<file path="config.mk">
export PLATFORM = sky130hd
export DESIGN_NAME = flash_guard
export DESIGN_NICKNAME = d
export VERILOG_FILES = /design/src/rtl/flash_guard_pkg.sv /design/src/rtl/flash_guard_sync.sv /design/src/rtl/flash_guard_strobe.sv /design/src/rtl/flash_guard_seq.sv /design/src/rtl/flash_guard_ctl.sv /design/src/rtl/flash_guard.sv
export SDC_FILE = /design/constraint.sdc
export NUM_CORES = 1
export LEC_CHECK = 0
export BUFFER_PORTS_ARGS = -buffer_cell sky130_fd_sc_hd__clkbuf_2
export CELL_PAD_IN_SITES_DETAIL_PLACEMENT = 1
export CELL_PAD_IN_SITES_GLOBAL_PLACEMENT = 1
export CORE_ASPECT_RATIO = 1.75
export CORE_MARGIN = 10
export CORE_UTILIZATION = 40
export DETAILED_ROUTE_END_ITERATION = 8
export PLACE_DENSITY_LB_ADDON = 0.1
export SLEW_MARGIN = 20
export SYNTH_ARGS = -nofsm -noshare
export SYNTH_HDL_FRONTEND = slang
export SYNTH_SLANG_ARGS = --single-unit
</file>
<file path="constraint.sdc">
create_clock -name clk -period 2.2 [get_ports clk]
set_input_delay 0.44 -clock clk [delete_from_list [all_inputs] [get_ports clk]]
set_output_delay 0.44 -clock clk [all_outputs]
set_load 0.03 [all_outputs]
</file>
<file path="src/rtl/flash_guard_pkg.sv">
`timescale 1ns/1ps
package flash_guard_pkg;
  typedef enum logic [2:0] {
    SQ_IDLE, SQ_C1, SQ_C2, SQ_PGM, SQ_E3, SQ_E4, SQ_E5
  } seq_t;

  localparam logic [15:0] UNLK_A  = 16'h5555;
  localparam logic [15:0] UNLK_B  = 16'h2AAA;
  localparam logic [7:0]  KEY_A   = 8'hAA;
  localparam logic [7:0]  KEY_B   = 8'h55;
  localparam logic [7:0]  OP_PGM  = 8'hA0;
  localparam logic [7:0]  OP_ERS  = 8'h80;
  localparam logic [7:0]  OP_SECT = 8'h30;
  localparam logic [7:0]  OP_CHIP = 8'h10;
endpackage

</file>
<file path="src/rtl/flash_guard_sync.sv">
`timescale 1ns/1ps
module flash_guard_sync #(
  parameter int W = 1,
  parameter int STAGES = 2,
  parameter logic [W-1:0] RST_VAL = '0
) (
  input  logic         clk,
  input  logic         rst,
  input  logic [W-1:0] d,
  output logic [W-1:0] q
);
  logic [W-1:0] pipe [STAGES];

  for (genvar s = 0; s < STAGES; s++) begin : g_st
    if (s == 0) begin : g_first
      always_ff @(posedge clk) begin
        if (rst) pipe[s] <= RST_VAL;
        else     pipe[s] <= d;
      end
    end else begin : g_next
      always_ff @(posedge clk) begin
        if (rst) pipe[s] <= RST_VAL;
        else     pipe[s] <= pipe[s-1];
      end
    end
  end

  assign q = pipe[STAGES-1];
endmodule

</file>
<file path="src/rtl/flash_guard_strobe.sv">
`timescale 1ns/1ps
module flash_guard_strobe #(
  parameter int AW = 20,
  parameter int DW = 16,
  parameter int GLITCH_CYC = 3
) (
  input  logic          clk,
  input  logic          rst,
  input  logic          ce_n,
  input  logic          oe_n,
  input  logic          we_n,
  input  logic          pwr_ok,
  input  logic          pin_low,
  input  logic [AW-1:0] addr,
  input  logic [DW-1:0] data,
  output logic          stb,
  output logic [AW-1:0] stb_addr,
  output logic [DW-1:0] stb_data
);
  localparam int CW = $clog2(GLITCH_CYC + 1);

  logic [CW-1:0] cnt;
  logic          fired;
  logic          active;

  // a write needs select and write low, read high, good supply, no clear
  assign active = !ce_n && !we_n && oe_n && pwr_ok && !pin_low;

  always_ff @(posedge clk) begin
    if (rst) begin
      cnt      <= '0;
      fired    <= 1'b0;
      stb      <= 1'b0;
      stb_addr <= '0;
      stb_data <= '0;
    end else begin
      stb <= 1'b0;
      if (!active) begin
        cnt   <= '0;
        fired <= 1'b0;
      end else if (!fired) begin
        if (cnt == CW'(GLITCH_CYC - 1)) begin
          stb      <= 1'b1;
          fired    <= 1'b1;
          stb_addr <= addr;
          stb_data <= data;
          cnt      <= '0;
        end else begin
          cnt <= cnt + CW'(1);
        end
      end
    end
  end
endmodule

</file>
<file path="src/rtl/flash_guard_seq.sv">
`timescale 1ns/1ps
module flash_guard_seq
  import flash_guard_pkg::*;
#(
  parameter int AW = 20,
  parameter int DW = 16,
  parameter int BOOT_WORDS = 8192,
  parameter bit BOOT_TOP = 1'b0
) (
  input  logic          clk,
  input  logic          rst,
  input  logic          stb,
  input  logic [AW-1:0] stb_addr,
  input  logic [DW-1:0] stb_data,
  input  logic          busy,
  input  logic          clr,
  input  logic          wp_n,
  output logic          prog_req,
  output logic          erase_req,
  output logic          erase_chip,
  output logic [AW-1:0] req_addr,
  output logic [DW-1:0] req_data
);
  localparam int BB = $clog2(BOOT_WORDS);
  localparam int HW = AW - BB;

  seq_t          state;
  logic [HW-1:0] hi;
  logic          in_boot, allow, at_a, at_b;
  logic [7:0]    op;

  assign hi      = stb_addr[AW-1:BB];
  assign in_boot = BOOT_TOP ? (&hi) : (hi == '0);
  assign allow   = wp_n || !in_boot;
  assign at_a    = (stb_addr == AW'(UNLK_A));
  assign at_b    = (stb_addr == AW'(UNLK_B));
  assign op      = stb_data[7:0];

  always_ff @(posedge clk) begin
    if (rst) begin
      state      <= SQ_IDLE;
      prog_req   <= 1'b0;
      erase_req  <= 1'b0;
      erase_chip <= 1'b0;
      req_addr   <= '0;
      req_data   <= '0;
    end else begin
      prog_req  <= 1'b0;
      erase_req <= 1'b0;
      if (clr) begin
        state <= SQ_IDLE;
      end else if (stb && !busy) begin
        case (state)
          SQ_IDLE: state <= (at_a && op == KEY_A) ? SQ_C1 : SQ_IDLE;
          SQ_C1:   state <= (at_b && op == KEY_B) ? SQ_C2 : SQ_IDLE;
          SQ_C2: begin
            if (at_a && op == OP_PGM)      state <= SQ_PGM;
            else if (at_a && op == OP_ERS) state <= SQ_E3;
            else                           state <= SQ_IDLE;
          end
          SQ_PGM: begin
            state <= SQ_IDLE;
            if (allow) begin
              prog_req   <= 1'b1;
              erase_chip <= 1'b0;
              req_addr   <= stb_addr;
              req_data   <= stb_data;
            end
          end
          SQ_E3: state <= (at_a && op == KEY_A) ? SQ_E4 : SQ_IDLE;
          SQ_E4: state <= (at_b && op == KEY_B) ? SQ_E5 : SQ_IDLE;
          SQ_E5: begin
            state <= SQ_IDLE;
            if (op == OP_SECT && allow) begin
              erase_req  <= 1'b1;
              erase_chip <= 1'b0;
              req_addr   <= stb_addr;
              req_data   <= stb_data;
            end else if (at_a && op == OP_CHIP && wp_n) begin
              erase_req  <= 1'b1;
              erase_chip <= 1'b1;
              req_addr   <= stb_addr;
              req_data   <= stb_data;
            end
          end
          default: state <= SQ_IDLE;
        endcase
      end
    end
  end
endmodule

</file>
<file path="src/rtl/flash_guard_ctl.sv">
`timescale 1ns/1ps
module flash_guard_ctl #(
  parameter int TRP_CYC = 8,
  parameter int TRHR_CYC = 5,
  parameter int OP_CYC = 40
) (
  input  logic clk,
  input  logic rst,
  input  logic req,
  input  logic pin_low,
  output logic busy,
  output logic read_ok,
  output logic abort_pulse,
  output logic in_reset
);
  localparam int LW = $clog2(TRP_CYC + 1);
  localparam int RW = $clog2(TRHR_CYC + 1);
  localparam int BW = $clog2(OP_CYC + 1);

  logic [LW-1:0] low_cnt, low_nxt;
  logic [RW-1:0] rec_cnt, rec_nxt;
  logic [BW-1:0] bsy_cnt, bsy_nxt;
  logic          long_hit, released;

  assign long_hit = pin_low && (low_cnt == LW'(TRP_CYC - 1));
  assign released = !pin_low && (low_cnt == LW'(TRP_CYC));
  assign in_reset = (low_cnt == LW'(TRP_CYC));

  always_comb begin
    if (!pin_low)                        low_nxt = '0;
    else if (low_cnt != LW'(TRP_CYC))    low_nxt = low_cnt + LW'(1);
    else                                 low_nxt = low_cnt;

    if (released)                        rec_nxt = RW'(TRHR_CYC);
    else if (rec_cnt != '0)              rec_nxt = rec_cnt - RW'(1);
    else                                 rec_nxt = '0;

    if (long_hit)                        bsy_nxt = '0;
    else if (req)                        bsy_nxt = BW'(OP_CYC);
    else if (bsy_cnt != '0)              bsy_nxt = bsy_cnt - BW'(1);
    else                                 bsy_nxt = '0;
  end

  always_ff @(posedge clk) begin
    if (rst) begin
      low_cnt     <= '0;
      rec_cnt     <= '0;
      bsy_cnt     <= '0;
      busy        <= 1'b0;
      read_ok     <= 1'b0;
      abort_pulse <= 1'b0;
    end else begin
      low_cnt     <= low_nxt;
      rec_cnt     <= rec_nxt;
      bsy_cnt     <= bsy_nxt;
      busy        <= (bsy_nxt != '0);
      read_ok     <= !pin_low && (rec_nxt == '0) && (bsy_nxt == '0);
      abort_pulse <= long_hit && (bsy_cnt != '0);
    end
  end
endmodule

</file>
<file path="src/rtl/flash_guard.sv">
`timescale 1ns/1ps
module flash_guard #(
  parameter int AW = 20,
  parameter int DW = 16,
  parameter int GLITCH_CYC = 3,
  parameter int BOOT_WORDS = 8192,
  parameter bit BOOT_TOP = 1'b0,
  parameter int TRP_CYC = 8,
  parameter int TRHR_CYC = 5,
  parameter int OP_CYC = 40,
  parameter int SYNC_STAGES = 2
) (
  input  logic          clk,
  input  logic          rst,
  input  logic          chip_sel_n,
  input  logic          rd_en_n,
  input  logic          wr_en_n,
  input  logic          bb_lock_n,
  input  logic          dev_clr_n,
  input  logic          pwr_ok,
  input  logic [AW-1:0] addr_in,
  input  logic [DW-1:0] data_in,
  output logic          prog_req,
  output logic          erase_req,
  output logic          erase_chip,
  output logic [AW-1:0] req_addr,
  output logic [DW-1:0] req_data,
  output logic          busy,
  output logic          read_ok,
  output logic          abort_pulse
);
  localparam int CTL_W = 6;
  localparam int BUS_W = AW + DW;

  logic [CTL_W-1:0] ctl_s;
  logic [BUS_W-1:0] bus_s;
  logic ce_s, oe_s, we_s, wp_s, clr_s, pwr_s, pin_low;
  logic stb, in_reset;
  logic [AW-1:0] stb_addr;
  logic [DW-1:0] stb_data;

  flash_guard_sync #(.W(CTL_W), .STAGES(SYNC_STAGES), .RST_VAL('1)) u_sync_ctl (
    .clk(clk), .rst(rst),
    .d({chip_sel_n, rd_en_n, wr_en_n, bb_lock_n, dev_clr_n, pwr_ok}),
    .q(ctl_s)
  );

  flash_guard_sync #(.W(BUS_W), .STAGES(SYNC_STAGES), .RST_VAL('0)) u_sync_bus (
    .clk(clk), .rst(rst), .d({addr_in, data_in}), .q(bus_s)
  );

  assign {ce_s, oe_s, we_s, wp_s, clr_s, pwr_s} = ctl_s;
  assign pin_low = !clr_s;

  flash_guard_strobe #(.AW(AW), .DW(DW), .GLITCH_CYC(GLITCH_CYC)) u_strobe (
    .clk(clk), .rst(rst),
    .ce_n(ce_s), .oe_n(oe_s), .we_n(we_s), .pwr_ok(pwr_s), .pin_low(pin_low),
    .addr(bus_s[BUS_W-1:DW]), .data(bus_s[DW-1:0]),
    .stb(stb), .stb_addr(stb_addr), .stb_data(stb_data)
  );

  flash_guard_seq #(.AW(AW), .DW(DW), .BOOT_WORDS(BOOT_WORDS), .BOOT_TOP(BOOT_TOP)) u_seq (
    .clk(clk), .rst(rst),
    .stb(stb), .stb_addr(stb_addr), .stb_data(stb_data),
    .busy(busy), .clr(in_reset), .wp_n(wp_s),
    .prog_req(prog_req), .erase_req(erase_req), .erase_chip(erase_chip),
    .req_addr(req_addr), .req_data(req_data)
  );

  flash_guard_ctl #(.TRP_CYC(TRP_CYC), .TRHR_CYC(TRHR_CYC), .OP_CYC(OP_CYC)) u_ctl (
    .clk(clk), .rst(rst),
    .req(prog_req || erase_req), .pin_low(pin_low),
    .busy(busy), .read_ok(read_ok), .abort_pulse(abort_pulse), .in_reset(in_reset)
  );
endmodule

</file>
== After elaboration in Yosys (flattened, before gate mapping) ==
Memories as Yosys holds them, arrays and structs flattened. A register that Yosys moved wholly into a read port is not among the register bits.
Cells that the tools add are included.

* Equality and inequality tests: 20
* Bitwise gates (word level): 10
* Add/sub/neg operators: 4
* Multiplexer cells: 37
* Reductions and logical operators: 40

{| class="wikitable"
|+ Operators by type and width
! operator !! count
|-
| $mux W36 || 2
|-
| $mux W20 || 3
|-
| $mux W16 || 3
|-
| $pmux W20 S2 || 1
|-
| $pmux W16 S2 || 1
|-
| $mux W6 || 5
|-
| $eq A8 B8 Y1 const B || 3
|-
| $eq A20 B14 Y1 const B || 1
|-
| $eq A20 B15 Y1 const B || 1
|-
| $mux W3 || 6
|-
| $logic_and A1 B1 Y1 || 17
|-
| $pmux W3 S5 || 1
|-
| $mux W1 || 12
|-
| $reduce_bool A6 Y1 || 2
|-
| $eq A3 B3 Y1 const B || 3
|-
| $eq A8 B5 Y1 const B || 1
|-
| $eq A8 B6 Y1 const B || 1
|-
| $eq A8 B7 Y1 const B || 1
|-
| $reduce_or A4 Y1 || 2
|-
| $logic_not A7 Y1 || 1
|-
| $eq A3 B2 Y1 const B || 2
|-
| $logic_not A3 Y1 || 2
|-
| $logic_not A6 Y1 || 1
|-
| $not A1 Y1 || 6
|-
| 22 further kinds || 33
|}

* Logic and storage cells: 128
* Memories kept: 2
* Bits in writable memories: 84
* Input bits: 44
* Output and inout bits: 42
* Bits in registers: 62

{| class="wikitable"
|+ Memories
! name !! words !! bits a word !! rd ports !! clocked after memory_dff !! wr ports !! line !! source
|-
| u_sync_bus.pipe || 2 || 36 || 2 || 1 || 2 || flash_guard_sync.sv:12 || <nowiki>logic [W-1:0] pipe [STAGES];</nowiki>
|-
| u_sync_ctl.pipe || 2 || 6 || 2 || 0 || 2 || flash_guard_sync.sv:12 ||
|}

== Longest topological paths before layout ==
An unclocked memory read counts as a cell.

* Depth after elaboration: 8
* Depth in mapped cells: 9
* Depth with buffers taken out: 7

== Modules after synthesis ==
Synthesis repeated with hierarchy kept, for this count alone.

* Cells, all modules: 660
* Area, all modules: 7190.6 µm²

{| class="wikitable"
|+ By module, submodules not included
! module !! instances !! cells an instance !! area an instance (µm²)
|-
| flash_guard_seq || 1 || 224 || 2177.1
|-
| flash_guard_sync (u_sync_bus) || 1 || 152 || 1981.9
|-
| flash_guard_strobe || 1 || 174 || 1936.9
|-
| flash_guard_ctl || 1 || 83 || 764.5
|-
| flash_guard_sync (u_sync_ctl) || 1 || 25 || 320.3
|-
| flash_guard || 1 || 2 || 10.0
|}

== Worst setup path after synthesis ==
OpenSTA, ideal clock, no wires.

* Path type: flip-flop to flip-flop
* Start: reg u_strobe.stb_addr[16]
* End: reg u_seq.req_addr[10]
* Stages on the path, launching flop included: 7
* Data required time: 2.128 ns
* Data arrival time: 2.199 ns
* Slack: -0.071 ns
* Library setup time: 0.072 ns
* Cells stage by stage: dfxtp_1 -> or4_1 -> or4_1 -> o41ai_2 -> buf_12 -> buf_12 -> mux2i_1

* Cells in the longest elaborated chain, start to end: 6

{| class="wikitable"
|+ RTL lines
! item !! line !! source
|-
| start: declaration || flash_guard_strobe.sv:17 || <nowiki>output logic [AW-1:0] stb_addr,</nowiki>
|-
| start signal: assignment || flash_guard_strobe.sv:45 || <nowiki>stb_addr <= addr;</nowiki>
|-
| parallel branches: the longest is 6 deep, another holds $eq A20 B15 Y1 || - ||
|-
| end signal: assignment || flash_guard_seq.sv:66 || <nowiki>req_addr <= stb_addr;</nowiki>
|-
| end signal: assignment || flash_guard_seq.sv:77 || <nowiki>req_addr <= stb_addr;</nowiki>
|-
| end signal: assignment || flash_guard_seq.sv:82 || <nowiki>req_addr <= stb_addr;</nowiki>
|-
| end: declaration || flash_guard_seq.sv:21 || <nowiki>output logic [AW-1:0] req_addr,</nowiki>
|}

Several ways; the timed one is not identified.
A chain may end at the register's enable or synchronous reset.

== Final worst setup path ==
* Start: reg u_strobe.stb_data[3]
* End: reg u_seq.req_data[13]

* Cells in the longest elaborated chain, start to end: 5

{| class="wikitable"
|+ RTL lines
! item !! line !! source
|-
| start: declaration || flash_guard_strobe.sv:18 || <nowiki>output logic [DW-1:0] stb_data</nowiki>
|-
| start signal: assignment || flash_guard_strobe.sv:46 || <nowiki>stb_data <= data;</nowiki>
|-
| $eq A8 B5 Y1 || flash_guard_seq.sv:79 || <nowiki>end else if (at_a && op == OP_CHIP && wp_n) begin</nowiki>
|-
| $logic_and A1 B1 Y1 (2 in series) || flash_guard_seq.sv:79 ||
|-
| $ne A3 B1 Y1 (no source line) || - ||
|-
| $reduce_and A5 Y1 (no source line) || - ||
|-
| end signal: assignment || flash_guard_seq.sv:67 || <nowiki>req_data <= stb_data;</nowiki>
|-
| end signal: assignment || flash_guard_seq.sv:78 || <nowiki>req_data <= stb_data;</nowiki>
|-
| end signal: assignment || flash_guard_seq.sv:83 || <nowiki>req_data <= stb_data;</nowiki>
|-
| end: declaration || flash_guard_seq.sv:22 || <nowiki>output logic [DW-1:0] req_data</nowiki>
|}

Parallel ways exist; a longest one is shown, timed or not.

==> impl_metrics.py <==
metrics = {
    "status": {
        "status": "finished with violations",
        "violations": "negative setup slack",
    },
    "logic_synthesis": {
        "synth_fp_nets": 707,
        "avgSynthCellArea_sq_um": 9.909,
        "synth_top_area_cell": "dfxtp_1",
        "synth.top_cell.area_share": 0.5580,
        "synthFlopType": "dfxtp_1",
        "ys_top_cells_by_area": "dfxtp_1 (56%), nor2b_1 (7.3%), nand2b_1 (6.9%)",
        "ys_async_sr_fraction": 0,
        "ys_types": 40,
        "syn_inst": 659,
        "synth_area_sq_mm": 0.006530,
        "synth_warnings": 0,
        "ys_seq_area_frac": 0.5580,
        "synthTopCellsByCount": "dfxtp_1 (182), nand2_1 (85), nor2b_1 (76)",
        "yosysMostFrequentCell": "dfxtp_1",
        "synth_edf_count": 0,
        "ys_seq_elements": 182,
    },
    "pwr": {
        "power_frac_clock": 0.435,
        "p_sw_mw": 1.764,
        "fin_total_pwr_mw": 7.047,
        "peakVddDrop_uv": 468.9,
        "seq_power_share": 0.495,
        "leakagePower_nw": 3.110,
        "switching_share": 0.2502,
        "powerDensity_mw_per_mm2": 863.5,
        "pwr-share-comb": 0.071,
        "internal-power_mw": 5.284,
    },
    "placed_design": {
        "gp_congestion": 0.8278,
        "dpl-instance-area_sq_mm": 0.007431,
        "portBuffers": 85,
        "place_ws_ns": -0.4067,
        "hpwl_mm": 11.35,
    },
    "floorplanning": {
        "core-area_sq_mm": 0.01595,
        "dieHeight_microns": 189.0,
        "row_count": 61,
        "die-area_sq_mm": 0.02204,
        "die_w_microns": 116.6,
        "start_util": 0.4094,
        "ios": 86,
    },
    "finish": {
        "fillCellCount": 1790,
        "design_area_sq_mm": 0.008162,
        "ff_latch_area_sq_mm": 0.003654,
        "syn_to_final_growth_pct": 24.99,
        "drive_gt1_frac": 0.2403,
        "multi_input_area_sq_mm": 0.002713,
        "diodes": 0,
        "num-nets-final": 830,
    },
    "critical_path": {
        "arrival_ns": 2.82,
        "crit_required_ns": 2.55,
        "setup.worst_path.start_class": "register",
        "cp_max_fo": 6,
        "crit_type": "reg -> reg",
        "endpoint_kind": "register",
    },
    "timing": {
        "slew_violations": 0,
        "final-setup-viol-count": 37,
        "final.min_clock_period_ns": 2.472,
        "grt_setup_unrepaired": "yes",
        "worst_pin_slew_ns": 0.4808,
        "finalWorstSetupSlack_ns": -0.2720,
        "worst_hold_slack_ns": 0.1807,
        "fin_crit_sh": 1.124,
        "hold_viol": 0,
        "fmaxAchievable_ghz": 0.4045,
        "skew_ns": 0.01172,
        "setup_tns_ns": -8.631,
        "slew_headroom": 0.6750,
    },
    "global_route": {
        "grt_antenna_before_repair": 0,
        "grt_pass1_wl_mm": 26.82,
        "grt_pass1_vias": 5267,
        "grt_max_degree": 52,
        "grt.total_usage": 0.1534,
        "grt-ovfl-total": 0,
    },
    "clock_network": {
        "insertion_delay_ns": 0.43,
        "cts_hold_buf": 0,
        "cts_tree": "done",
        "htree_levels": 4,
        "clockRootBuffer": "clkbuf_16",
        "clockBufferDepth": 2,
        "cts_sinks": 182,
        "clkTransAtPathRegs_ns": 0.07,
        "cts_buffers": 17,
    },
    "drt": {
        "routed_wl_mm": 16.15,
        "drt_pass1_iterations": 4,
        "vias": 4789,
        "postRouteAntennaNets": 0,
        "drc_errors": 0,
        "via_per_inst": 4.867,
        "drtIter0Drc": 131,
        "wl_per_cell_microns": 16.41,
    },
    "hold_path": {
        "hold_path_class": "in -> reg",
    },
    "flow_run": {
        "max_cap_viol_count": 0,
    },
}
## registers in the layout, summed over array words and instances, names as in the netlist, 4 cells and up
name,flops
u_sync_bus.pipe,72
u_seq.req_addr,20
u_strobe.stb_addr,20
u_seq.req_data,16
u_strobe.stb_data,16
u_sync_ctl.pipe,12
u_ctl.bsy_cnt,6
u_ctl.low_cnt,4
## path summary, 6_finish.rpt
kind / depth (start not counted) / start / slack [ns] / to
worst max register to register: 7 / u_strobe.stb_data[3]$_SDFFE_PP0P_ / -0.27 / u_seq.req_data[13]$_SDFFE_PP0P_
worst min register to register: 1 / u_sync_ctl.pipe[0][0]$_SDFF_PP1_ / 0.41 / u_sync_ctl.pipe[1][0]$_SDFF_PP1_
worst max-delay path: 7 / u_strobe.stb_data[3]$_SDFFE_PP0P_ / -0.27 / u_seq.req_data[13]$_SDFFE_PP0P_
worst min-delay path: 2 / pwr_ok / 0.18 / u_sync_ctl.pipe[0][0]$_SDFF_PP1_
## cell families (layout without fill, tap and decap cells)
logic type,count (synthesis),in the layout,synth area share
AOI/OAI and AO/OA,60,60,0.05001
DFF,182,182,0.5580
and+or+nand+nor,323,323,0.2797
adders and majority gates,4,4,0.007665
xor gates and xnor gates,7,7,0.009389
buffers and inverters,44,180,0.03545
muxes,39,39,0.05978
## worst max-delay path: stages (launching register included)
cell	delay, ns
dfxtp_2	0.34
or4b_1	0.53
or4_1	0.54
a211o_1	0.34
o41ai_4	0.06
buf_6	0.21
buf_8	0.16
mux2i_2	0.21
## area by class of cell
type | count | area share
Sequential cell | 182 | 0.4476
Clock buffer | 17 | 0.05212
Clock inverter | 15 | 0.02146
Multi-Input combinational cell | 433 | 0.3324
Tap cell | 189 | 0.02897
Inverter | 6 | 0.002759
Timing Repair Buffer | 142 | 0.1147
## power by group through the flow
stage	clock, mW	combinational [mW]	sequential [mW]
4_1_cts	3.14	0.510	3.49
3_3_place_gp	0	0.483	3.56
3_5_place_dp	0	0.508	3.57
2_1_floorplan	0	0.339	3.58
5_1_grt	3.30	0.568	3.50
6_report	3.06	0.498	3.49
## what timing repair did
action	in CTS	in global routing
resized for setup	8	15
pin swaps	1	3
buffers inserted	8	0
setup endpoints to repair	37	38
cloned	5	0
hold endpoints to repair	0	0
## metrics by stage
stage | instances | utilization
after CTS | 990 | 0.5176
after detailed placement | 945 | 0.4658
after global routing | 984 | 0.5116
after floorplan | 659 | -
after global placement | 945 | 0.4658
final | 984 | 0.5116
## layout by cell type (no fill, tap or decap), types with 7 or more instances in the layout
master     count
nor3_1        10
dfxtp_1      176
nor2b_1       76
inv_8          7
o21ai_0        8
clkbuf_2      84
nand4_1        8
or2_1         15
buf_4         49
a21oi_1       46
nand2b_1      72
clkbuf_16     17
nand2_1       85
mux2i_1       35
nor2_1        17
## per-layer routing
metal | track usage | vias to the layer above | routed length [microns]
met5 | 0 | - | 0
met4 | 0.05969 | 0 | 341
met3 | 0.04179 | 27 | 671
met2 | 0.2709 | 92 | 8681
met1 | 0.1675 | 2262 | 6456
li1 | - | 2408 | -
Power figures use the tool's default switching activity.
